File: src/rtl/hum_pll_pkg.sv
package hum_pll_pkg;

  // Signed distance of a counter value from the nearest wrap point,
  // saturated to +/- half a cycle. Positive: the input came late.
  function automatic int wrap_gap(input int cnt, input int per);
    int half;
    int d;
    half = per / 2;
    d = (cnt < half) ? cnt : cnt - per;
    if (d > half)  d = half;
    if (d < -half) d = -half;
    return d;
  endfunction

  function automatic int clamp_int(input int v, input int lo, input int hi);
    if (v < lo) return lo;
    if (v > hi) return hi;
    return v;
  endfunction

  function automatic int mag(input int v);
    return (v < 0) ? -v : v;
  endfunction

  // Sign of the PI control term: the period moves by this many ticks.
  function automatic int pi_quantum(input int e, input int acc, input int kp_sh, input int ki_sh);
    int c;
    c = (e >>> kp_sh) + (acc >>> ki_sh);
    if (c > 0) return 1;
    if (c < 0) return -1;
    return 0;
  endfunction

endpackage

File: src/rtl/hum_edge_sense.sv
module hum_edge_sense (
  input  logic clk_i,
  input  logic rst_i,
  input  logic tick_i,
  input  logic pulse_i,
  output logic edge_o
);
  logic prev_q;

  always_ff @(posedge clk_i) begin
    if (rst_i)       prev_q <= 1'b0;
    else if (tick_i) prev_q <= pulse_i;
  end

  assign edge_o = tick_i & pulse_i & ~prev_q;
endmodule

File: src/rtl/hum_phase_loop.sv
module hum_phase_loop #(
  parameter int unsigned NOM_PERIOD = 533,
  parameter int unsigned PER_DEV    = 10,
  parameter int unsigned WINDOW     = 48,
  parameter int unsigned KP_SHIFT   = 2,
  parameter int unsigned KI_SHIFT   = 4,
  parameter int unsigned INT_LIMIT  = 256,
  parameter int unsigned CNT_W      = 10,
  parameter int unsigned ERR_W      = 11
) (
  input  logic                    clk_i,
  input  logic                    rst_i,
  input  logic                    tick_i,
  input  logic                    edge_i,
  output logic                    accept_o,
  output logic                    wrap_o,
  output logic signed [ERR_W-1:0] meas_o,
  output logic signed [ERR_W-1:0] err_q_o,
  output logic [CNT_W-1:0]        period_o
);
  import hum_pll_pkg::*;

  localparam int unsigned ACC_W = $clog2(INT_LIMIT + 1) + 1;
  localparam int P_LO = int'(NOM_PERIOD) - int'(PER_DEV);
  localparam int P_HI = int'(NOM_PERIOD) + int'(PER_DEV);

  logic [CNT_W-1:0]        ph_q, per_q, per_nx;
  logic signed [ACC_W-1:0] acc_q, acc_nx;
  logic signed [ERR_W-1:0] err_q;
  int meas_int, acc_int, step_int;

  always_comb begin
    meas_int = wrap_gap(int'(ph_q), int'(per_q));
    acc_int  = clamp_int(int'(acc_q) + meas_int, -int'(INT_LIMIT), int'(INT_LIMIT));
    step_int = pi_quantum(meas_int, acc_int, int'(KP_SHIFT), int'(KI_SHIFT));
    acc_nx   = ACC_W'(acc_int);
    per_nx   = CNT_W'(clamp_int(int'(per_q) + step_int, P_LO, P_HI));
  end

  assign meas_o   = ERR_W'(meas_int);
  assign accept_o = edge_i & (mag(meas_int) <= int'(WINDOW));
  // >= keeps the counter bounded when the period shrinks under it
  assign wrap_o   = tick_i & (ph_q >= per_q - CNT_W'(1));

  always_ff @(posedge clk_i) begin
    if (rst_i) begin
      ph_q  <= '0;
      per_q <= CNT_W'(NOM_PERIOD);
      acc_q <= '0;
      err_q <= '0;
    end else if (tick_i) begin
      ph_q <= wrap_o ? '0 : ph_q + CNT_W'(1);
      if (edge_i) err_q <= meas_o;
      if (accept_o) begin
        acc_q <= acc_nx;
        per_q <= per_nx;
      end
    end
  end

  assign err_q_o  = err_q;
  assign period_o = per_q;
endmodule

File: src/rtl/hum_pps_div.sv
module hum_pps_div #(
  parameter int unsigned PPS_HALF = 30
) (
  input  logic clk_i,
  input  logic rst_i,
  input  logic wrap_i,
  output logic pps_o
);
  localparam int unsigned C_W = $clog2(PPS_HALF + 1);

  logic [C_W-1:0] cyc_q;
  logic           pps_q;

  always_ff @(posedge clk_i) begin
    if (rst_i) begin
      cyc_q <= '0;
      pps_q <= 1'b0;
    end else if (wrap_i) begin
      if (cyc_q == C_W'(PPS_HALF - 1)) begin
        cyc_q <= '0;
        pps_q <= ~pps_q;
      end else begin
        cyc_q <= cyc_q + C_W'(1);
      end
    end
  end

  assign pps_o = pps_q;
endmodule

File: src/rtl/hum_lock_mon.sv
module hum_lock_mon #(
  parameter int unsigned ERR_W       = 11,
  parameter int unsigned LOCK_THRESH = 16,
  parameter int unsigned LOCK_EDGES  = 4,
  parameter int unsigned LOSS_EDGES  = 4,
  parameter int unsigned DROP_TICKS  = 2132
) (
  input  logic                    clk_i,
  input  logic                    rst_i,
  input  logic                    tick_i,
  input  logic                    edge_i,
  input  logic                    accept_i,
  input  logic signed [ERR_W-1:0] meas_i,
  output logic                    drop_o,
  output logic                    err_o
);
  import hum_pll_pkg::*;

  localparam int unsigned G_W = $clog2(LOCK_EDGES + 1);
  localparam int unsigned B_W = $clog2(LOSS_EDGES + 1);
  localparam int unsigned D_W = $clog2(DROP_TICKS + 1);

  logic [G_W-1:0] good_q;
  logic [B_W-1:0] bad_q;
  logic [D_W-1:0] gap_q;
  logic           flag_q;
  logic           close;

  assign close  = accept_i & (mag(int'(meas_i)) <= int'(LOCK_THRESH));
  assign drop_o = tick_i & ~edge_i & (gap_q == D_W'(DROP_TICKS - 1));

  always_ff @(posedge clk_i) begin
    if (rst_i) begin
      good_q <= '0;
      bad_q  <= '0;
      gap_q  <= '0;
      flag_q <= 1'b1;
    end else if (tick_i) begin
      if (edge_i) begin
        gap_q <= '0;
        if (close) begin
          bad_q <= '0;
          if (good_q == G_W'(LOCK_EDGES - 1)) flag_q <= 1'b0;
          else                                good_q <= good_q + G_W'(1);
        end else begin
          good_q <= '0;
          if (bad_q == B_W'(LOSS_EDGES - 1)) flag_q <= 1'b1;
          else                               bad_q  <= bad_q + B_W'(1);
        end
      end else begin
        if (gap_q != D_W'(DROP_TICKS - 1)) gap_q <= gap_q + D_W'(1);
        if (drop_o) begin
          flag_q <= 1'b1;
          good_q <= '0;
        end
      end
    end
  end

  assign err_o = flag_q;
endmodule

File: src/rtl/hum_pps_pll.sv
module hum_pps_pll #(
  parameter int unsigned NOM_PERIOD  = 533,
  parameter int unsigned PPS_HALF    = 30,
  parameter int unsigned WINDOW      = 48,
  parameter int unsigned LOCK_THRESH = 16,
  parameter int unsigned LOCK_EDGES  = 4,
  parameter int unsigned LOSS_EDGES  = 4,
  parameter int unsigned DROP_TICKS  = 2132,
  parameter int unsigned KP_SHIFT    = 2,
  parameter int unsigned KI_SHIFT    = 4,
  parameter int unsigned INT_LIMIT   = 256,
  localparam int unsigned PER_DEV    = NOM_PERIOD / 50,
  localparam int unsigned CNT_W      = $clog2(NOM_PERIOD + PER_DEV + 1),
  localparam int unsigned ERR_W      = CNT_W + 1
) (
  input  logic                    clk_i,
  input  logic                    rst_i,
  input  logic                    tick_i,
  input  logic                    pulse_i,
  output logic                    pps_o,
  output logic                    err_o,
  output logic [CNT_W-1:0]        dbg_period_o,
  output logic signed [ERR_W-1:0] dbg_phase_err_o
);
  logic                    edge_det, edge_ok, lcl_wrap, drop_hit;
  logic signed [ERR_W-1:0] meas;

  hum_edge_sense i_sense (
    .clk_i(clk_i), .rst_i(rst_i), .tick_i(tick_i), .pulse_i(pulse_i), .edge_o(edge_det)
  );

  hum_phase_loop #(
    .NOM_PERIOD(NOM_PERIOD), .PER_DEV(PER_DEV), .WINDOW(WINDOW), .KP_SHIFT(KP_SHIFT),
    .KI_SHIFT(KI_SHIFT), .INT_LIMIT(INT_LIMIT), .CNT_W(CNT_W), .ERR_W(ERR_W)
  ) i_loop (
    .clk_i(clk_i), .rst_i(rst_i), .tick_i(tick_i), .edge_i(edge_det),
    .accept_o(edge_ok), .wrap_o(lcl_wrap), .meas_o(meas),
    .err_q_o(dbg_phase_err_o), .period_o(dbg_period_o)
  );

  hum_pps_div #(.PPS_HALF(PPS_HALF)) i_div (
    .clk_i(clk_i), .rst_i(rst_i), .wrap_i(lcl_wrap), .pps_o(pps_o)
  );

  hum_lock_mon #(
    .ERR_W(ERR_W), .LOCK_THRESH(LOCK_THRESH), .LOCK_EDGES(LOCK_EDGES),
    .LOSS_EDGES(LOSS_EDGES), .DROP_TICKS(DROP_TICKS)
  ) i_mon (
    .clk_i(clk_i), .rst_i(rst_i), .tick_i(tick_i), .edge_i(edge_det),
    .accept_i(edge_ok), .meas_i(meas), .drop_o(drop_hit), .err_o(err_o)
  );
endmodule

File: config.mk
export PLATFORM = sky130hd
export DESIGN_NAME = hum_pps_pll
export DESIGN_NICKNAME = d
export VERILOG_FILES = /design/src/rtl/hum_pll_pkg.sv /design/src/rtl/hum_edge_sense.sv /design/src/rtl/hum_phase_loop.sv /design/src/rtl/hum_pps_div.sv /design/src/rtl/hum_lock_mon.sv /design/src/rtl/hum_pps_pll.sv
export SDC_FILE = /design/constraint.sdc
export NUM_CORES = 1
export LEC_CHECK = 0
export BUFFER_PORTS_ARGS = -buffer_cell sky130_fd_sc_hd__buf_4
export CAP_MARGIN = 20
export CORE_UTILIZATION = 45
export CTS_BUF_LIST = sky130_fd_sc_hd__clkbuf_4
export DETAILED_ROUTE_END_ITERATION = 7
export MAX_ROUTING_LAYER = met4
export PLACE_DENSITY = 0.61
export SLEW_MARGIN = 20
export SYNTH_ARGS = -nofsm -noshare
export SYNTH_HDL_FRONTEND = slang
export SYNTH_SLANG_ARGS = --single-unit
export TNS_END_PERCENT = 100
File: constraint.sdc
create_clock -name clk_i -period 24.1 [get_ports clk_i]
set_clock_uncertainty 0.2 [all_clocks]
set_input_delay 1.205 -clock clk_i [delete_from_list [all_inputs] [get_ports clk_i]]
set_output_delay 1.205 -clock clk_i [all_outputs]
set_load 0.005 [all_outputs]
## Word-level counts from Yosys, hierarchy flattened

Index checks and enable logic that the tools add are counted.

- Logic and storage cells: 107
- Bits of input ports: 4
- Output and inout bits: 23
- Register bits after elaboration: 67

- Muxes and demuxes: 41
- $add $sub $neg: 13
- Reductions and logical operators: 9
- Equal/unequal tests: 9
- Magnitude comparators: 14
- Bitwise gates (word level): 10

Operator list:

| kind | number |
|---|---|
| 2-to-1 mux 32 bit | 12 |
| less-than comparator 32 x 1 -> 1 bit, second input constant | 2 |
| 2-to-1 mux 10 bit | 5 |
| adder 10 x 32 -> 32 bit | 1 |
| adder 11 x 32 -> 32 bit | 1 |
| > comparator 32 x 1 -> 1 bit, second input constant | 1 |
| > comparator 32 x 10 -> 1 bit | 1 |
| > comparator 32 x 10 -> 1 bit, second input constant | 1 |
| > comparator 32 x 11 -> 1 bit, second input constant | 1 |
| <= comparator 32 x 6 -> 1 bit, second input constant | 1 |
| <= comparator 32 x 7 -> 1 bit, second input constant | 1 |
| less-than comparator 32 x 11 -> 1 bit, second input constant | 1 |
| less-than comparator 32 bit | 1 |
| less-than comparator 32 x 9 -> 1 bit, second input constant | 1 |
| negation 11 -> 32 bit | 1 |
| negation 32 bit | 1 |
| negation 9 -> 32 bit | 1 |
| adder 30 x 28 -> 31 bit | 1 |
| 2-to-1 mux 12 bit | 2 |
| 2-to-1 mux 3 bit | 6 |
| 2-to-1 mux 1 bit | 15 |
| adder 12 x 1 -> 12 bit, second input constant | 1 |
| equality test 12 bit, second input constant | 1 |
| inequality test 12 bit, second input constant | 1 |
| 20 further kinds | 36 |

## Depth between registers and ports, before layout

Gate-level depths: netlist of the first run.

- Word-level depth: 24
- Depth in mapped cells: 83
- Mapped depth without buffers: 79

## By module

From an unflattened synthesis of the first run, not the netlist that was laid out.

- Cell total of the unflattened synthesis: 1277
- Area, all modules: 9504.1 um^2

By module, submodules not included:

| module | sequential area each (um^2) | cells an instance | area an instance (um^2) | times used |
|---|---|---|---|---|
| hum_phase_loop | 820.8 | 1080 | 7915.1 | 1 |
| hum_lock_mon | 380.4 | 164 | 1278.7 | 1 |
| hum_pps_div | 120.1 | 28 | 267.8 | 1 |
| hum_edge_sense | 20.0 | 5 | 42.5 | 1 |

## Least setup slack after synthesis of the first run

No wires, ideal clock.

- Path kind: reg2reg
- Start point: register i_loop.per_q[1] (netlist: i_loop.period_o[1])
- End point: register i_loop.per_q[1] (netlist: i_loop.period_o[1])
- Buffers on the path: 2
- Arrival time: 15448 ps
- Period minus slack after synthesis: 15785 ps
- Cell stages (with the launch flop): 75
- Setup time: 137 ps
- Required time: 23763 ps
- Slack: 8315 ps
- Path through: dfxtp_1 -> inv_1 -> ha_1 -> nor2b_1 -> o31ai_1 -> a21oi_1 -> o21ai_0 -> a21boi_0 -> o31ai_1 -> ha_1 -> a21oi_1 -> o21ai_0 -> o31a_1 -> o32ai_2 -> nor2_2 -> o21ai_0 -> inv_1 -> ha_1 -> [... 39 more ...] -> a21o_1 -> a21oi_1 -> o21bai_1 -> a21oi_1 -> o21bai_1 -> a21oi_1 -> o21bai_1 -> a21o_1 -> a21oi_1 -> inv_1 -> nand2_1 -> ha_1 -> nand4_1 -> nor2_1 -> nand4_1 -> nand3b_1 -> nor3_1 -> a311oi_1

RTL lines:

| what | RTL line | text |
|---|---|---|
| start: declaration | hum_phase_loop.sv:27 | `logic [CNT_W-1:0] ph_q, per_q, per_nx;` |
| start signal: assignment | hum_phase_loop.sv:48 | `per_q <= CNT_W'(NOM_PERIOD);` |
| start signal: assignment | hum_phase_loop.sv:56 | `per_q <= per_nx;` |

==> results of run 1 <==
## registers in the layout, summed over array words and instances (netlist names)
register         cells
i_mon.bad_q          3
i_mon.good_q         3
i_loop.acc_q        10
i_sense.prev_q       1
i_loop.period_o     10
i_mon.err_o          1
i_div.pps_o          1
i_loop.err_q_o      11
i_mon.gap_q         12
i_div.cyc_q          5
i_loop.ph_q         10
## kinds of logic (layout without fill, tap and decap cells)
kind of cell	Yosys count	count (layout)
xor+xnor	82	82
mux	22	22
buf+inv	129	141
fa+ha+maj	139	139
compound gates	381	381
simple gates	380	380
flops	67	67
## layout make-up
class                      count  area (um^2)  area share
tap                          265          332      0.0340
clock inverter                 6         63.8     0.00654
inverter                      90          338      0.0346
timing repair buffer          35          263      0.0269
clock buffer                  10         75.1     0.00769
sequential                    67         1340       0.137
multi-input combinational   1004         7350       0.753
## metal layers
metal  share of wire  GRT usage  up-vias
met1            0.48      0.332     4032
met5               0          -        -
met4           0.017     0.0579        0
met2            0.46      0.398      235
li1                -          -     4446
met3           0.047     0.0267       38
## critical path: cells and delay by family, from the launching register on
family,cells,cell delay [ps]
AO/OA/AOI/OAI,42,10920
XOR/XNOR,1,140
adder cells (fa/ha/maj),9,2640
buffers and inverters,4,760
flip-flops,1,560
AND/OR/NAND/NOR,18,3110
## power groups by stage
stage | Combinational (W) | Sequential (W) | Clock [W]
2_1_floorplan | 0.0000591 | 0.000118 | 0
3_3_place_gp | 0.0000759 | 0.000119 | 0
3_5_place_dp | 0.0000753 | 0.000119 | 0
4_1_cts | 0.0000759 | 0.000117 | 0.0000805
5_1_grt | 0.0000857 | 0.000117 | 0.0000837
6_report | 0.0000768 | 0.000117 | 0.0000765
## stage by stage
stage          instance area (um^2)  hold slack (ps)
6_report                       9760              265
5_1_grt                        9760              298
4_1_cts                        9760              267
3_5_place_dp                   9620              248
3_3_place_gp                   9620              248
2_1_floorplan                  9210              247
## path summary, 6_finish.rpt
check / from / endpoint / slack, ps / cells after the start
worst max-delay path: i_loop.period_o[1]$_SDFFE_PP0P_ / i_loop.period_o[1]$_SDFFE_PP0P_ / 5600 / 74
worst min-delay path: i_loop.err_q_o[10]$_SDFFE_PP0P_ / i_loop.err_q_o[10]$_SDFFE_PP0P_ / 270 / 2
worst max register to register: i_loop.period_o[1]$_SDFFE_PP0P_ / i_loop.period_o[1]$_SDFFE_PP0P_ / 5600 / 74
worst min register to register: i_loop.err_q_o[10]$_SDFFE_PP0P_ / i_loop.err_q_o[10]$_SDFFE_PP0P_ / 270 / 2
## cells in the final DEF (no fill, tap or decap), drive strengths merged, types with 15 or more instances in the layout
cell type	instances
ha	135
buf	35
nor3	32
a21o	39
xnor2	47
nand3	35
mux2i	17
and2	15
o21ai	49
o211ai	18
nand4	19
a21oi	134
and3	17
dfxtp	67
xor2	35
inv	91
nand2	83
a21boi	15
o21bai	17
nor2	101
==> flow_summary.rst, run 1 <==
.. list-table::
   :header-rows: 1

   * - Metric
     - Value
   * - GR Overflow Total
     - 0
   * - H-tree depth
     - 3
   * - Total nets after synthesis
     - roughly 1300
   * - Critical Path Source Type
     - flip-flop
   * - Crit Path Class
     - flip-flop to flip-flop
   * - DPL Wire Length
     - approximately 20 mm
   * - Count of clock tree sinks
     - 67
   * - Number of buffers inserted during clock tree synthesis
     - 9
   * - Clock network latency to the later pin of the worst-skew pair
     - 430 ps
   * - Clk network pwr share
     - 0.283
   * - Cell area power density
     - between 20 and 30 nW/um^2
   * - Cell types with the largest area share after synthesis
     - ha_1 (18%), dfxtp_1 (15%), a21oi_1 (7.1%), xnor2_1 (4.5%), nor2_1 (4.0%)
   * - Cell Int Power
     - roughly 0.00018 W
   * - Detail-routed net length per standard cell
     - around 17 um
   * - Proportion of register bits with asynchronous set or reset after synthesis
     - 0
   * - Final min period
     - 18500 ps
   * - Vias after detailed routing
     - 8751
   * - Slew headroom
     - 0.455
   * - Number of maximum-capacitance constraint violations
     - 0
   * - Adder and majority gate portion of the synthesized area
     - 0.192
   * - Cell Count, Final, Fillers Out
     - between 1000 and 1500
   * - Count of buffers from port buffering
     - 26
   * - Number of diodes added for antenna fixing
     - 0
   * - Cell at the root of the clock tree
     - clkbuf_4
   * - RSZ-0062 raised after global routing
     - no
   * - Combinational share of power
     - 0.284
   * - Maximum clock rate
     - around 54 MHz
   * - Final max-slew violation count
     - 0
   * - P_leak
     - ~4.7 nW
   * - Worst vdd rail ir drop
     - around 0.000031 V
   * - Setup WS pre-CTS
     - between 5000 and 6000 ps
   * - Mux cell area share after synthesis
     - 0.0258
   * - Average instance area after synthesis
     - 7.68 um^2
   * - Area added between synthesis and finish
     - 5.99%
   * - DIE AREA
     - 21000 um^2
   * - Final setup TNS
     - 0 ps
   * - Post-CTS Setup Repair Bufs
     - 0
   * - Vias in the first global route
     - 8169
   * - Required @ worst endpoint
     - roughly 24000 ps
   * - Via-per-instance ratio
     - roughly 5.9
   * - Nets
     - approximately 1400
   * - Sequential share of power
     - 0.433
   * - End-of-flow core utilization
     - 0.494
   * - Element type at the critical path end
     - flip-flop
   * - Register bit count reported by yosys
     - 67
   * - Biggest fanout along the worst timing path
     - 23
   * - Pre-Repair DR Iteration Count
     - 5
   * - Cell with the largest stage delay on the worst path
     - o21ai_0
   * - Slew of the pin with the lowest slew margin
     - between 800 and 900 ps
   * - Portion of synthesized cell area occupied by the leading cell type
     - 0.183
   * - Top flip-flop cell by instance count after synthesis
     - dfxtp_1
   * - HP Class
     - flip-flop to flip-flop
   * - Total detailed-routing wirelength
     - 25.5 mm
   * - Cell count after placement
     - 1461
   * - Core footprint
     - between 15000 and 20000 um^2
   * - Syn Inst Count
     - 1200
   * - Tot Pwr
     - ~0.00027 W
   * - Xor/xnor cell area share of the yosys netlist
     - 0.0780
   * - Clk slew on worst S/H paths
     - approximately 130 ps
   * - Library cell with the largest summed area after synthesis
     - ha_1
   * - Std-Cell Rows
     - 51
   * - Die boundary height
     - roughly 150 um
   * - First-pass GRT wire length
     - 42.0 mm
   * - Netlist area before placement
     - 9210 um^2
   * - Status
     - finished clean
   * - Arr. time, crit path
     - roughly 19000 ps
   * - Share of the synthesized area in compound gates (AO/OA/AOI/OAI)
     - 0.288
   * - Share of the clock period used by the worst path
     - 0.768
   * - Most frequent cells after synthesis
     - ha_1 (135), a21oi_1 (131), nor2_1 (99)
   * - Fillers
     - roughly 2000
   * - Detail Route Antenna Nets
     - 0
   * - Iteration-0 DRC Markers
     - a little under 500
   * - Switching part of the total
     - 0.347
   * - Final Hold Vio Count
     - 0
   * - Starting density of the core
     - 0.466
   * - # hold bufs at CTS
     - 0
   * - Dominant combinational cell family by area after synthesis
     - compound AO/OA/AOI/OAI gates
   * - EDFF count, synth
     - 0
   * - Number of remaining DRC errors
     - 0
   * - CTS tree
     - yes
   * - I/O pin count
     - 27
   * - CTS resizes
     - 0
   * - Setup violation total in the final timing report
     - 0
   * - Peak per-stage delay on the critical path
     - approximately 590 ps
   * - Top-count cell post-synth
     - ha_1
   * - All-layer global routing usage
     - 0.248
   * - Maximum number of pins on one net before global-route repair
     - 40
   * - Worst setup margin
     - 5600 ps
   * - Synth Warn #
     - 0
   * - Post-synthesis cell type count
     - between 90 and 100
   * - Share of synthesized area occupied by flip-flops and latches
     - 0.146
   * - Crit path top cell by count
     - a21oi_1
   * - P_sw
     - 0.0000939 W
   * - Routability congestion estimate
     - just under 1
   * - Fraction of layout instances using a drive strength above 1
     - 0.0941
   * - Clock tree buffer depth
     - 2
   * - Number of antenna violations at the first check in global routing
     - 0
   * - Simple-gate share of the synthesized area
     - 0.212
   * - Die width
     - around 150 um
Note: power is estimated with default switching activity, not from simulation.
==> inputs of run 2 (changes only) <==
==> constraint.sdc (replaced) <==
create_clock -name clk_i -period 17.3 [get_ports clk_i]
set_clock_uncertainty 0.2 [all_clocks]
set_input_delay 0.865 -clock clk_i [delete_from_list [all_inputs] [get_ports clk_i]]
set_output_delay 0.865 -clock clk_i [all_outputs]
set_load 0.005 [all_outputs]
==> run 2 against run 1 <==
Effect of this change:
- register-to-register slack worse by 4300 ps
- combinational power up 50%
- count of clock-buffer cells in the layout unchanged
- clock power up 62%
- sequential share of layout area down 0.44 points
- via count up 2.7%
- final area up 4.4%
- worst hold slack better by 3.2 ps
- final cell count up 2.4%
- largest power group unchanged
- highest routed layer unchanged
==> flow_summary.rst, run 2 (synthesized netlist as in run 1, its figures left out) <==
.. list-table::
   :header-rows: 1

   * - Metric
     - Value
   * - Status
     - finished clean
   * - Maximum clock rate
     - 62.5 MHz
   * - Detail-routed net length per standard cell
     - around 18 um
   * - DIE AREA
     - between 20000 and 25000 um^2
   * - H-tree depth
     - 3
   * - Cell area power density
     - ~40 nW/um^2
   * - All-layer global routing usage
     - 0.259
   * - Cell Count, Final, Fillers Out
     - between 1500 and 2000
   * - Share of the clock period used by the worst path
     - 0.924
   * - Startpoint of the lowest-slack register-to-register path
     - i_loop.period_o[8]$_SDFFE_PP0P_
   * - Pre-Repair DR Iteration Count
     - 5
   * - Die width
     - approximately 150 um
   * - Biggest fanout along the worst timing path
     - 12
   * - Number of flip-flops in the largest register
     - 12
   * - Vias after detailed routing
     - between 8000 and 9000
   * - Worst vdd rail ir drop
     - roughly 0.000037 V
   * - Via-per-instance ratio
     - roughly 5.9
   * - Origin of the worst min-delay path
     - i_loop.err_q_o[5]$_SDFFE_PP0P_
   * - Critical Path Source Type
     - flip-flop
   * - Clock network latency to the later pin of the worst-skew pair
     - 430 ps
   * - Number of antenna violations at the first check in global routing
     - 1
   * - Biggest register
     - i_mon.gap_q
   * - Register-to-register setup slack
     - approximately 1300 ps
   * - Top sig layer
     - met4
   * - I/O pin count
     - 27
   * - Worst min-delay path endpoint
     - i_loop.err_q_o[5]$_SDFFE_PP0P_
   * - Worst setup margin
     - 1310 ps
   * - Number of maximum-capacitance constraint violations
     - 0
   * - Clock tree buffer depth
     - 2
   * - DPL Wire Length
     - about 21 mm
   * - Peak per-stage delay on the critical path
     - about 450 ps
   * - Endpoint of the lowest-slack register-to-register path
     - i_loop.period_o[1]$_SDFFE_PP0P_
   * - Count of buffers from port buffering
     - 26
   * - Area added between synthesis and finish
     - 10.7%
   * - Slew headroom
     - 0.524
   * - Met1 wire length
     - 12.6 mm
   * - Minimum hold slack
     - about 270 ps
   * - Core footprint
     - between 15000 and 20000 um^2
   * - Met2 WL post-DR
     - approximately 12 mm
   * - Cell depth of the worst hold path
     - 2
   * - Maximum number of pins on one net before global-route repair
     - 40
   * - Std-Cell Rows
     - a little over 50
   * - Iteration-0 DRC Markers
     - about 500
   * - Commonest non-fill, non-tap cells in the layout
     - ha_1 (135), a21oi_1 (128), nor2_1 (98), inv_1 (88), nand2_1 (81)
   * - Clk slew on worst S/H paths
     - about 140 ps
   * - Standard cell area after detailed placement
     - ~10000 um^2
   * - Total detailed-routing wirelength
     - 26.7 mm
   * - Number of remaining DRC errors
     - 0
   * - Fraction of layout instances using a drive strength above 1
     - 0.140
   * - RSZ-0062 raised after global routing
     - no
   * - Final instance area
     - around 10000 um^2
   * - Required @ worst endpoint
     - between 15000 and 20000 ps
   * - GR Overflow Total
     - 0
   * - Die boundary height
     - 145 um
   * - Setup violation total in the final timing report
     - 0
   * - Count of clock tree sinks
     - 67
   * - Cell at the root of the clock tree
     - clkbuf_4
   * - First-pass GRT wire length
     - between 40 and 50 mm
   * - Met3 routed WL
     - around 1.0 mm
   * - Commonest non-fill, non-tap cell in the layout
     - ha_1
   * - Routability congestion estimate
     - ~0.95
   * - P_leak
     - 4.90 nW
   * - Nets
     - roughly 1400
   * - CTS tree
     - yes
   * - Count of cells along the worst register-to-register path
     - 75
   * - Setup WS pre-CTS
     - -180 ps
   * - Number of buffers inserted during clock tree synthesis
     - 9
   * - Crit Path Class
     - flip-flop to flip-flop
   * - Cell with the largest stage delay on the worst path
     - a2111o_1
   * - Detail Route Antenna Nets
     - 0
   * - Starting density of the core
     - 0.466
   * - Final Hold Vio Count
     - 0
   * - Arr. time, crit path
     - roughly 16000 ps
   * - Slew of the pin with the lowest slew margin
     - between 700 and 800 ps
   * - Vias in the first global route
     - 8601
   * - HP Class
     - flip-flop to flip-flop
   * - Final max-slew violation count
     - 0
   * - Element type at the critical path end
     - flip-flop
   * - Cell count after placement
     - roughly 1500
   * - Final min period
     - 15990 ps
## run 2: cell count changes in the layout (fill, tap and decap cells not counted), sizes merged
cell / change
buf: +34
bufinv: +1
clkinv: +1
diode: +1
inv: -2
## run 2: how the worst max path moves through the flow
stage | slack [ps] | depth (start not counted) | startpoint | to
2_1_floorplan | 1510 | 74 | i_loop.period_o[1]$_SDFFE_PP0P_ | i_loop.period_o[1]$_SDFFE_PP0P_
3_3_place_gp | 220 | 75 | i_loop.period_o[8]$_SDFFE_PP0P_ | i_loop.period_o[1]$_SDFFE_PP0P_
3_5_place_dp | -180 | 75 | i_loop.period_o[8]$_SDFFE_PP0P_ | i_loop.period_o[1]$_SDFFE_PP0P_
4_1_cts | 50 | 75 | i_loop.period_o[8]$_SDFFE_PP0P_ | i_loop.period_o[1]$_SDFFE_PP0P_
5_1_grt | 10 | 73 | i_loop.period_o[8]$_SDFFE_PP0P_ | i_loop.period_o[1]$_SDFFE_PP0P_
6_report | 1310 | 75 | i_loop.period_o[8]$_SDFFE_PP0P_ | i_loop.period_o[1]$_SDFFE_PP0P_
## run 2: final cells by class
class                   count  area, um^2
flip-flops and latches     67        1360
fillers                  2006        9580
multi-input cells        1004        7490
clock inverters             6        90.1
diodes                      1        2.50
inverters                  90         338
repair buffers             69         518
clock buffers              10        75.1
well taps                 265         332
## run 2: through the flow
stage / TNS (ps) / power (W) / util
3_5_place_dp: -425 / 0.000276 / 0.497
3_3_place_gp: 0 / 0.000275 / 0.497
4_1_cts: 0 / 0.000400 / 0.506
2_1_floorplan: 0 / 0.000247 / -
5_1_grt: 0 / 0.000422 / 0.515
6_report: 0 / 0.000400 / 0.515
## run 2: critical path, delay by kind of cell (launching register included)
family	cells	cell delay [ps]
buf+inv	6	850
compound gates	42	8620
fa+ha+maj	9	2690
mux	3	810
simple gates	15	2240
flops	1	430
## run 2: power breakdown
part | switching [W] | total, W | internal, W
logic | 0.0000695 | 0.000115 | 0.0000456
clock network | 0.0000637 | 0.000124 | 0.0000605
registers | 0.00000358 | 0.000161 | 0.000157
## run 2: repair_timing
item	CTS	global route
setup buffers	0	5
endpoints found under the setup margin	5	5
hold buffers	0	0
pin swaps	0	2
gates resized for setup	2	40
## run 2: metal layers
metal | GRT usage | vias to the layer above
li1 | - | 4515
met1 | 0.332 | 4216
met2 | 0.422 | 207
met3 | 0.0299 | 49
met4 | 0.0900 | 0
met5 | - | -
